### config.mk
export PLATFORM = sky130hd
export DESIGN_NAME = pulse_swallow_divider
export DESIGN_NICKNAME = d
export VERILOG_FILES = /design/src/rtl/psd_pkg.sv /design/src/rtl/psd_cfg_stage.sv /design/src/rtl/psd_prescaler.sv /design/src/rtl/psd_swallow.sv /design/src/rtl/psd_main.sv /design/src/rtl/pulse_swallow_divider.sv
export SDC_FILE = /design/constraint.sdc
export NUM_CORES = 1
export LEC_CHECK = 0
export BUFFER_PORTS_ARGS = -buffer_cell sky130_fd_sc_hd__buf_2
export CORE_MARGIN = 3
export CORE_UTILIZATION = 45
export CTS_CLUSTER_DIAMETER = 40
export DETAILED_ROUTE_END_ITERATION = 10
export PLACE_DENSITY = 0.66
export SETUP_SLACK_MARGIN = 0.4
export SYNTH_ARGS = -nofsm -noshare
export SYNTH_HDL_FRONTEND = slang
export SYNTH_SLANG_ARGS = --single-unit
export TNS_END_PERCENT = 10
### constraint.sdc
create_clock -name clk_i -period 2.7 [get_ports clk_i]
set_input_delay 0.135 -clock clk_i [delete_from_list [all_inputs] [get_ports clk_i]]
set_output_delay 0.135 -clock clk_i [all_outputs]
set_load 0.05 [all_outputs]
### src/rtl/psd_pkg.sv
package psd_pkg;
  localparam int A_W    = 7;
  localparam int B_W    = 11;
  localparam int P_LO   = 64;
  localparam int P_HI   = 128;
  localparam int B_MIN  = 3;
  localparam int PC_W   = $clog2(P_HI + 2);

  typedef struct packed {
    logic           mode;
    logic [A_W-1:0] a;
    logic [B_W-1:0] b;
  } cfg_t;

  localparam cfg_t CFG_RST = '{mode: 1'b0, a: '0, b: B_W'(B_MIN)};

  function automatic cfg_t clamp_cfg(logic mode, logic [A_W-1:0] a, logic [B_W-1:0] b);
    cfg_t c;
    c.mode = mode;
    c.b    = (b < B_W'(B_MIN)) ? B_W'(B_MIN) : b;
    c.a    = (B_W'(a) > c.b) ? c.b[A_W-1:0] : a;
    return c;
  endfunction
endpackage

### src/rtl/psd_cfg_stage.sv
module psd_cfg_stage
  import psd_pkg::*;
(
  input  logic           clk_i,
  input  logic           rst_ni,
  input  logic           load_i,
  input  logic           mode_i,
  input  logic [A_W-1:0] a_i,
  input  logic [B_W-1:0] b_i,
  input  logic           bound_i,
  output cfg_t           act_o,
  output cfg_t           next_o
);
  cfg_t act_q, pend_q;
  logic pend_v_q;
  cfg_t in_c;

  assign in_c = clamp_cfg(mode_i, a_i, b_i);

  // config applied at the boundary: a same-cycle load wins over a pending one
  always_comb begin
    if (load_i)        next_o = in_c;
    else if (pend_v_q) next_o = pend_q;
    else               next_o = act_q;
  end

  always_ff @(posedge clk_i or negedge rst_ni) begin
    if (!rst_ni) begin
      act_q    <= CFG_RST;
      pend_q   <= CFG_RST;
      pend_v_q <= 1'b0;
    end else if (bound_i) begin
      act_q    <= next_o;
      pend_v_q <= 1'b0;
    end else if (load_i) begin
      pend_q   <= in_c;
      pend_v_q <= 1'b1;
    end
  end

  assign act_o = act_q;

  assert_b_min_R8: assert property (@(posedge clk_i) disable iff (!rst_ni)
    act_q.b >= B_W'(B_MIN));
  assert_a_le_b_R7: assert property (@(posedge clk_i) disable iff (!rst_ni)
    B_W'(act_q.a) <= act_q.b);
  assert_hold_R10: assert property (@(posedge clk_i) disable iff (!rst_ni)
    !bound_i |=> $stable(act_q));
endmodule

### src/rtl/psd_prescaler.sv
module psd_prescaler
  import psd_pkg::*;
(
  input  logic clk_i,
  input  logic rst_ni,
  input  logic mode_i,
  input  logic mc_i,
  output logic tc_o
);
  logic [PC_W-1:0] pc_q;
  logic [PC_W-1:0] last_c;

  assign last_c = (mode_i ? PC_W'(P_HI - 1) : PC_W'(P_LO - 1)) + PC_W'(mc_i);
  assign tc_o   = (pc_q == last_c);

  always_ff @(posedge clk_i or negedge rst_ni) begin
    if (!rst_ni)   pc_q <= '0;
    else if (tc_o) pc_q <= '0;
    else           pc_q <= pc_q + 1'b1;
  end

  assert_pc_range_R11: assert property (@(posedge clk_i) disable iff (!rst_ni)
    pc_q <= PC_W'(P_HI));
endmodule

### src/rtl/psd_swallow.sv
module psd_swallow
  import psd_pkg::*;
(
  input  logic           clk_i,
  input  logic           rst_ni,
  input  logic           pre_tc_i,
  input  logic           bound_i,
  input  logic [A_W-1:0] a_load_i,
  output logic           mc_o,
  output logic [A_W-1:0] a_rem_o
);
  logic [A_W-1:0] a_q;

  always_ff @(posedge clk_i or negedge rst_ni) begin
    if (!rst_ni)                    a_q <= '0;
    else if (bound_i)               a_q <= a_load_i;
    else if (pre_tc_i && a_q != '0) a_q <= a_q - 1'b1;
  end

  assign mc_o    = (a_q != '0);
  assign a_rem_o = a_q;

  assert_mc_steady_R11: assert property (@(posedge clk_i) disable iff (!rst_ni)
    !pre_tc_i |=> $stable(mc_o));
endmodule

### src/rtl/psd_main.sv
module psd_main
  import psd_pkg::*;
(
  input  logic           clk_i,
  input  logic           rst_ni,
  input  logic           pre_tc_i,
  input  logic [B_W-1:0] b_load_i,
  output logic           bound_o,
  output logic [B_W-1:0] b_rem_o,
  output logic           fp_o
);
  logic [B_W-1:0] b_q;
  logic           fp_q;

  assign bound_o = pre_tc_i && (b_q == B_W'(1));

  always_ff @(posedge clk_i or negedge rst_ni) begin
    if (!rst_ni) begin
      b_q  <= B_W'(B_MIN);
      fp_q <= 1'b0;
    end else begin
      fp_q <= bound_o;
      if (bound_o)       b_q <= b_load_i;
      else if (pre_tc_i) b_q <= b_q - 1'b1;
    end
  end

  assign b_rem_o = b_q;
  assign fp_o    = fp_q;

  assert_b_nonzero_R8: assert property (@(posedge clk_i) disable iff (!rst_ni)
    b_q != '0);
  assert_fp_single_R2: assert property (@(posedge clk_i) disable iff (!rst_ni)
    fp_q |=> !fp_q);
endmodule

### src/rtl/pulse_swallow_divider.sv
module pulse_swallow_divider
  import psd_pkg::*;
(
  input  logic           clk_i,
  input  logic           rst_ni,
  input  logic [A_W-1:0] swallow_i,
  input  logic [B_W-1:0] main_i,
  input  logic           mode_i,
  input  logic           load_i,
  output logic           fp_o
);
  cfg_t           act_c, next_c;
  logic           bound_c, pre_tc_c, mc_c;
  logic [A_W-1:0] a_rem_c;
  logic [B_W-1:0] b_rem_c;

  psd_cfg_stage u_cfg (
    .clk_i, .rst_ni, .load_i, .mode_i,
    .a_i(swallow_i), .b_i(main_i), .bound_i(bound_c),
    .act_o(act_c), .next_o(next_c)
  );

  psd_prescaler u_pre (
    .clk_i, .rst_ni, .mode_i(act_c.mode), .mc_i(mc_c), .tc_o(pre_tc_c)
  );

  psd_swallow u_swl (
    .clk_i, .rst_ni, .pre_tc_i(pre_tc_c), .bound_i(bound_c),
    .a_load_i(next_c.a), .mc_o(mc_c), .a_rem_o(a_rem_c)
  );

  psd_main u_main (
    .clk_i, .rst_ni, .pre_tc_i(pre_tc_c), .b_load_i(next_c.b),
    .bound_o(bound_c), .b_rem_o(b_rem_c), .fp_o
  );

  assert_swallow_le_main_R11: assert property (@(posedge clk_i) disable iff (!rst_ni)
    B_W'(a_rem_c) <= b_rem_c);
  assert_reset_quiet_R1: assert property (@(posedge clk_i) disable iff (!rst_ni)
    $rose(rst_ni) |-> !fp_o);
endmodule

==> results by group, run 1 <==
Cells and area
  – P&R area growth vs syn: 28.1%
  – Register area: approximately 1700 µm²
  – Design area: about 4800 µm²
  – Share of layout cells above drive strength 1: about 31%
  – Post-route non-filler standard cell count: approximately 580
  – Antenna Cells: 0
  – Fill count: roughly 660
  – Nets: between 500 and 600
  – Multi-input gate area: between 2000 and 2500 µm²

Global routing
  – Grt ovf: 0
  – First-pass GRT wire length: about 15,000 µm
  – Pin count of the biggest net entering global routing: 42
  – Gr usage total: around a fifth
  – Vias in the first global route: slightly above 3k
  – Initial antenna violation count: 0

STA
  – Final Hold Vio Count: 0
  – Setup repair after global routing missed its margin: yes
  – Post-route setup slack: -143 ps
  – Final TNS setup: -1770 ps
  – Clock skew: roughly 11 ps
  – Final setup fails: 27
  – Rel. slew slack: a little under half
  – Slew Viols, Final: 0
  – Tcrit/Tclk final: 105%
  – Least-Margin Pin Slew: 795 ps
  – Max Clock Freq: 0.352 GHz
  – Post-route minimum period: around 2800 ps
  – Worst hold slack: 42.7 ps

Job
  – Max Cap Viol: 0

Drt
  – Routed met1 length: between 4000 and 5000 µm
  – Drt total wl: roughly 9200 µm
  – Post-DRT Antenna Nets: 0
  – Via density: approximately 5.5
  – WL met3: about 300 µm
  – Wire length on met2: roughly 4500 µm
  – Drt first pass iters: 4
  – DRC: 0
  – Post-DR wirelength/cell: ~16 µm
  – Uppermost routed layer: met4
  – DR iter-0 viols: 118
  – Vias: about 3.2k

Worst setup path
  – Reg-to-Reg End: u_cfg.pend_q[9]
  – Worst setup path startpoint: u_swl.a_rem_o[0]
  – Crit path kind: reg -> reg
  – CP startpoint kind: flip-flop
  – Worst setup EP type: flip-flop
  – Worst Setup EP: u_cfg.pend_q[9]
  – Critical Path RT: 2930 ps
  – Worst Path Max Fanout: 7
  – FF-to-FF path depth: 11
  – Reg2reg setup slack: -140 ps
  – R2r startpoint: u_swl.a_rem_o[0]
  – CP arrival: around 3100 ps

Yosys
  – Post-Syn Instances: 400
  – Share of the yosys chip area belonging to registers: 44.7%
  – Syn Nets: roughly 440
  – Number of synthesized flops with an enable pin: 0
  – Synthesized area per cell: 9.28 µm²
  – Netlist cell types: between 50 and 60
  – Cells taking the most area after synthesis: dfrtp_1, nand2_1, o21ai_0
  – Post-synth ARST share: 100%
  – #FFs+latches synth: 66
  – Synth warn: 0
  – Post-Synthesis Cell Area: between 3000 and 4000 µm²
  – Area fraction of the dominant cell type after synthesis: 40.5%
  – Prevailing post-synth register cell: dfrtp_1
  – Area leader, netlist: dfrtp_1

Clocking
  – CTS tree: built
  – CTS sink cnt: between 60 and 70
  – Number of CTS-inserted buffers: 9
  – Max clock buf depth: 2
  – H-Tree Level Count: 3
  – Root Driver: clkbuf_8
  – Later-pin clock latency in the skew report: 350 ps
  – Clock transition at path regs: 70 ps

Power and ir drop
  – Maximum VDD drop: 323 µV
  – Leakage: between 2 and 2.5 nW
  – PwrDens: about 450 nW/µm²

Floorplan
  – Chip width: approximately 97 µm
  – CORE AREA: roughly 8000 µm²
  – Starting Density: 47.3%
  – DIE AREA: approximately 9400 µm²
  – Boundary Pins: 23
  – Row cnt: 32
  – Die span in y: 96.8 µm

Min path
  – Min-delay worst type: in -> reg

Status
  – Outcome: finished, violations left
  – Failing checks: setup timing

Placement
  – Port bufs: 22
  – Placement Cell Area: between 4000 and 5000 µm²
  – Dpl ws: -179 ps
  – Placed cell count: 552
  – Final HPWL DP: approximately 6400 µm
  – RePlAce Congestion: approximately 0.83
worst min path at each step:
stage	slack (ps)	cells past startpoint	from	end
2_1_floorplan	-160	0	rst_ni	u_cfg.act_o[10]
3_3_place_gp	200	1	rst_ni	u_pre.pc_q[0]
3_5_place_dp	200	1	rst_ni	u_pre.pc_q[0]
4_1_cts	30	2	mode_i	u_cfg.pend_q[18]
5_1_grt	40	2	mode_i	u_cfg.pend_q[18]
6_report	40	2	mode_i	u_cfg.pend_q[18]
flip-flops by register name, summed over array words and instances, names as in the netlist:
| name | count |
|---|---|
| u_pre.pc_q | 8 |
| u_swl.a_rem_o | 7 |
| u_main.b_rem_o | 11 |
| u_cfg.pend_q | 19 |
| u_main.fp_o | 1 |
| u_cfg.pend_v_q | 1 |
| u_cfg.act_o | 19 |
cells in the mapped netlist, types with 6 or more instances:
library cell	count
clkbuf_1	9
a21oi_1	17
dfstp_2	6
or3_1	6
nor2_1	33
mux2_2	8
inv_1	14
nand2_1	55
mux2i_1	18
o21ai_0	37
nor3_1	8
nand3_1	11
a211oi_1	8
dfrtp_1	60
buf_2	6
ha_1	13
nand2b_1	9
placed cells by master (no fill, tap or decap), types with 9 or more instances in the layout:
master    instances
a21oi_1          17
buf_2            22
buf_4            48
clkbuf_8         11
dfrtp_1          60
ha_1             11
inv_1            12
mux2i_1          18
nand2_1          46
nand2b_1          9
nand3_1          11
nor2_1           33
o21ai_0          20
o21ai_1          14
final cells by class:
cell class / count / area share (%)
sequential: 66 / 34.9
inverter: 14 / 1.11
clock buffer: 12 / 3.26
clock inverter: 4 / 1.05
multi-input combinational: 299 / 43.8
timing repair buffer: 79 / 13.2
tap: 102 / 2.68
worst max-delay path, stage by stage, from the launching register on:
cell and delay (ps):
dfrtp_1 400, inv_2 90, ha_4 120, or4b_4 450, or2_4 250, ha_4 290
xnor2_4 120, nand2_4 90, a211o_1 340, nand2_4 120, buf_12 160, mux2_4 300
cells by family after synthesis:
group                      after synthesis  synth area share, %
adders and majority gates               13                 4.38
and+or+nand+nor                        149                 19.2
xor gates and xnor gates                 8                 1.89
buffers and inverters                   35                 4.45
DFF                                     66                 44.7
AOI/OAI and AO/OA                      102                 17.8
muxes                                   27                 7.59
where the power goes:
part           internal, mW  switching (mW)  total, mW
Sequential             1.03          0.0228       1.05
Clock                 0.476           0.384      0.860
Combinational         0.112           0.124      0.236
per-stage QoR:
stage	total power [mW]	utilization, %
finish	2.14	60.6
global route	2.23	60.6
CTS	2.14	58.4
detailed placement	1.27	54.6
global placement	1.26	54.6
floorplan	1.17	-
timing repair:
action / in CTS / in global routing
hold buffers: 1 / 0
pin swaps: 7 / 10
gates cloned: 1 / 1
buffers inserted: 2 / 3
resized for setup: 15 / 42
endpoints found under the setup margin: 64 / 64
endpoints found under the hold margin: 23 / 0
metal layers:
layer  GRT usage, %  vias up
met5              0        -
met4           4.00        0
met3           4.11        9
met2           32.3       43
met1           26.2     1543
li1               -     1558
(Power assumes the default switching activity.)
==> inputs of run 2 (changes only) <==
CORE_UTILIZATION = 55   (was 45)
PLACE_DENSITY = 0.78   (was 0.66)
==> run 2 against run 1 <==
Effect of this change: the flow still finishes with violations (setup timing); hold slack gained 26 ps; count of clock-buffer cells in the layout is the same; global-route usage grew 5.2 points; combinational power shrank 11%; sequential share of layout area grew 1.5 points; register-to-register slack is essentially flat; largest cell class unchanged; highest routed layer unchanged.
==> results by group, run 2 (same netlist as run 1, synthesis figures left out) <==
Global routing
  – Initial antenna violation count: 0 (unchanged)
  – Gr usage total: 24.6% (was 19.4%)
  – First-pass GRT wire length: 14,500 µm (was 14,900 µm)
  – Pin count of the biggest net entering global routing: 47 (was 42)
  – Grt ovf: 0 (unchanged)
  – Vias in the first global route: 3,079 (was 3,086)

Min path
  – Hold EP: u_cfg.pend_q[18] (unchanged)
  – Min-delay worst type: in -> reg (unchanged)
  – Hold Crit Depth: 2 (unchanged)
  – Min-delay src: mode_i (unchanged)

Drt
  – DRC: 0 (unchanged)
  – DR iter-0 viols: 166 (was 118)
  – Vias: 3,160 (was 3,153)
  – Via density: 5.80 (was 5.47)
  – Post-DRT Antenna Nets: 0 (unchanged)
  – Post-DR wirelength/cell: 16.2 µm (was 15.9 µm)
  – Drt first pass iters: 4 (unchanged)
  – Drt total wl: 8830 µm (was 9180 µm)

Cells and area
  – Design area: 4560 µm² (was 4750 µm²)
  – P&R area growth vs syn: 22.8% (was 28.1%)
  – Nets: 499 (was 504)
  – Fill count: 464 (was 663)
  – Commonest non-fill, non-tap cell in the layout: dfrtp_1 (unchanged)
  – Fin util: 70.6% (was 60.6%)
  – Share of layout cells above drive strength 1: 28.4% (was 31.2%)
  – Most frequent cells in the layout: dfrtp_1, nand2_1, buf_4 (was dfrtp_1, buf_4, nand2_1)
  – Antenna Cells: 0 (unchanged)
  – Post-route non-filler standard cell count: 545 (was 576)

STA
  – Setup repair after global routing missed its margin: yes (unchanged)
  – Rel. slew slack: 31.7% (was 47.0%)
  – Max Clock Freq: 0.354 GHz (was 0.352 GHz)
  – Least-Margin Pin Slew: 1020 ps (was 795 ps)
  – Clock skew: 6.19 ps (was 11.4 ps)
  – Tcrit/Tclk final: 105% (about the same)
  – Final TNS setup: -1770 ps (about the same)
  – Slew Viols, Final: 0 (unchanged)
  – Worst hold slack: 69.1 ps (was 42.7 ps)
  – Final setup fails: 29 (was 27)
  – Final Hold Vio Count: 0 (unchanged)
  – Post-route minimum period: 2830 ps (was 2840 ps)
  – Post-route setup slack: -129 ps (was -143 ps)

Clocking
  – Later-pin clock latency in the skew report: 340 ps (was 350 ps)
  – Number of CTS-inserted buffers: 9 (unchanged)
  – Clock transition at path regs: 70 ps (about the same)
  – CTS sink cnt: 66 (unchanged)
  – H-Tree Level Count: 3 (unchanged)
  – Max clock buf depth: 2 (unchanged)
  – Root Driver: clkbuf_8 (unchanged)
  – CTS tree: built (unchanged)

Worst setup path
  – Worst setup EP type: flip-flop (unchanged)
  – R2r startpoint: u_swl.a_rem_o[1] (was u_swl.a_rem_o[0])
  – CP arrival: 3070 ps (about the same)
  – Crit path kind: reg -> reg (unchanged)
  – CP startpoint kind: flip-flop (unchanged)
  – Reg-to-Reg End: u_swl.a_rem_o[5] (was u_cfg.pend_q[9])
  – CP Cell Sequence: inv_2 > ha_4 > or4b_4 > or2_4 > ha_4 > xnor2_2 > nand2_2 > a211o_2 > buf_4 > a31o_2 > a21o_1 (was inv_2 > ha_4 > or4b_4 > or2_4 > ha_4 > xnor2_4 > nand2_4 > a211o_1 > nand2_4 > buf_12 > mux2_4)
  – CP bufs+invs: 2 (unchanged)
  – Critical Path Most Common Cell: ha_4
  – CP max stage delay: 460 ps (was 450 ps)
  – FF-to-FF path depth: 11 (unchanged)
  – Critical Path RT: 2940 ps (was 2930 ps)
  – Worst Path Max Fanout: 6 (was 7)
  – Slowest cell on crit path: or4b_4 (unchanged)
  – Top delay family on crit path: simple AND/OR/NAND/NOR gates (unchanged)
  – Reg2reg setup slack: -130 ps (was -140 ps)

Power and ir drop
  – Maximum VDD drop: 393 µV (was 323 µV)
  – Leakage: 2.14 nW (was 2.21 nW)
  – Total power: 1.98 mW (was 2.14 mW)
  – PwrDens: 434 nW/µm² (was 451 nW/µm²)

Floorplan
  – Boundary Pins: 23 (unchanged)
  – CORE AREA: 6460 µm² (was 7850 µm²)
  – Die span in y: 88.1 µm (was 96.8 µm)
  – Row cnt: 29 (was 32)
  – DIE AREA: 7770 µm² (was 9370 µm²)
  – Starting Density: 57.5% (was 47.3%)
  – Chip width: 88.1 µm (was 96.8 µm)

Placement
  – Placed cell count: 524 (was 552)
  – RePlAce Congestion: 0.811 (was 0.834)
  – Final HPWL DP: 6420 µm (was 6430 µm)
  – Dpl ws: -192 ps (was -179 ps)
  – Port bufs: 22 (unchanged)
  – Placement Cell Area: 4240 µm² (was 4290 µm²)

Job
  – Max Cap Viol: 0 (unchanged)

Status
  – Outcome: finished, violations left (unchanged)
  – Failing checks: setup timing (unchanged)
run 2: final cells by class:
type / count / area [µm²] / area share, %
Clock inverter: 3 / 15.0 / 0.329
Tap cell: 77 / 96.3 / 2.11
Clock buffer: 12 / 155 / 3.40
Multi-Input combinational cell: 299 / 2020 / 44.4
Inverter: 14 / 52.6 / 1.15
Timing Repair Buffer: 74 / 554 / 12.2
Sequential cell: 66 / 1660 / 36.4
run 2: worst max-delay path by stage:
stage                     start               end  cells past startpoint
3_3_place_gp          main_i[9]  u_swl.a_rem_o[3]                     12
3_5_place_dp   u_swl.a_rem_o[1]  u_swl.a_rem_o[2]                     11
5_1_grt        u_swl.a_rem_o[1]  u_swl.a_rem_o[4]                     12
2_1_floorplan  u_swl.a_rem_o[0]  u_cfg.pend_q[10]                     11
4_1_cts        u_swl.a_rem_o[0]  u_swl.a_rem_o[4]                     12
6_report       u_swl.a_rem_o[1]  u_swl.a_rem_o[5]                     11
run 2: repair_timing:
item / in CTS / in global routing
endpoints found under the setup margin: 64 / 64
pin swaps: 12 / 3
hold endpoints to repair: 16 / 0
gates resized for setup: 23 / 8
setup buffers: 4 / 1
hold buffers: 1 / 0
run 2: power by group:
group	total, mW	internal, mW	switching, mW
combinational	0.210	0.0970	0.113
clock	0.723	0.373	0.349
sequential	1.05	1.03	0.0201
run 2: routing by layer:
| layer | wire [µm] | track usage [%] |
|---|---|---|
| met3 | 359 | 5.74 |
| met2 | 4470 | 41.8 |
| met1 | 3850 | 31.1 |
| met5 | 0 | 0 |
| met4 | 144 | 7.97 |
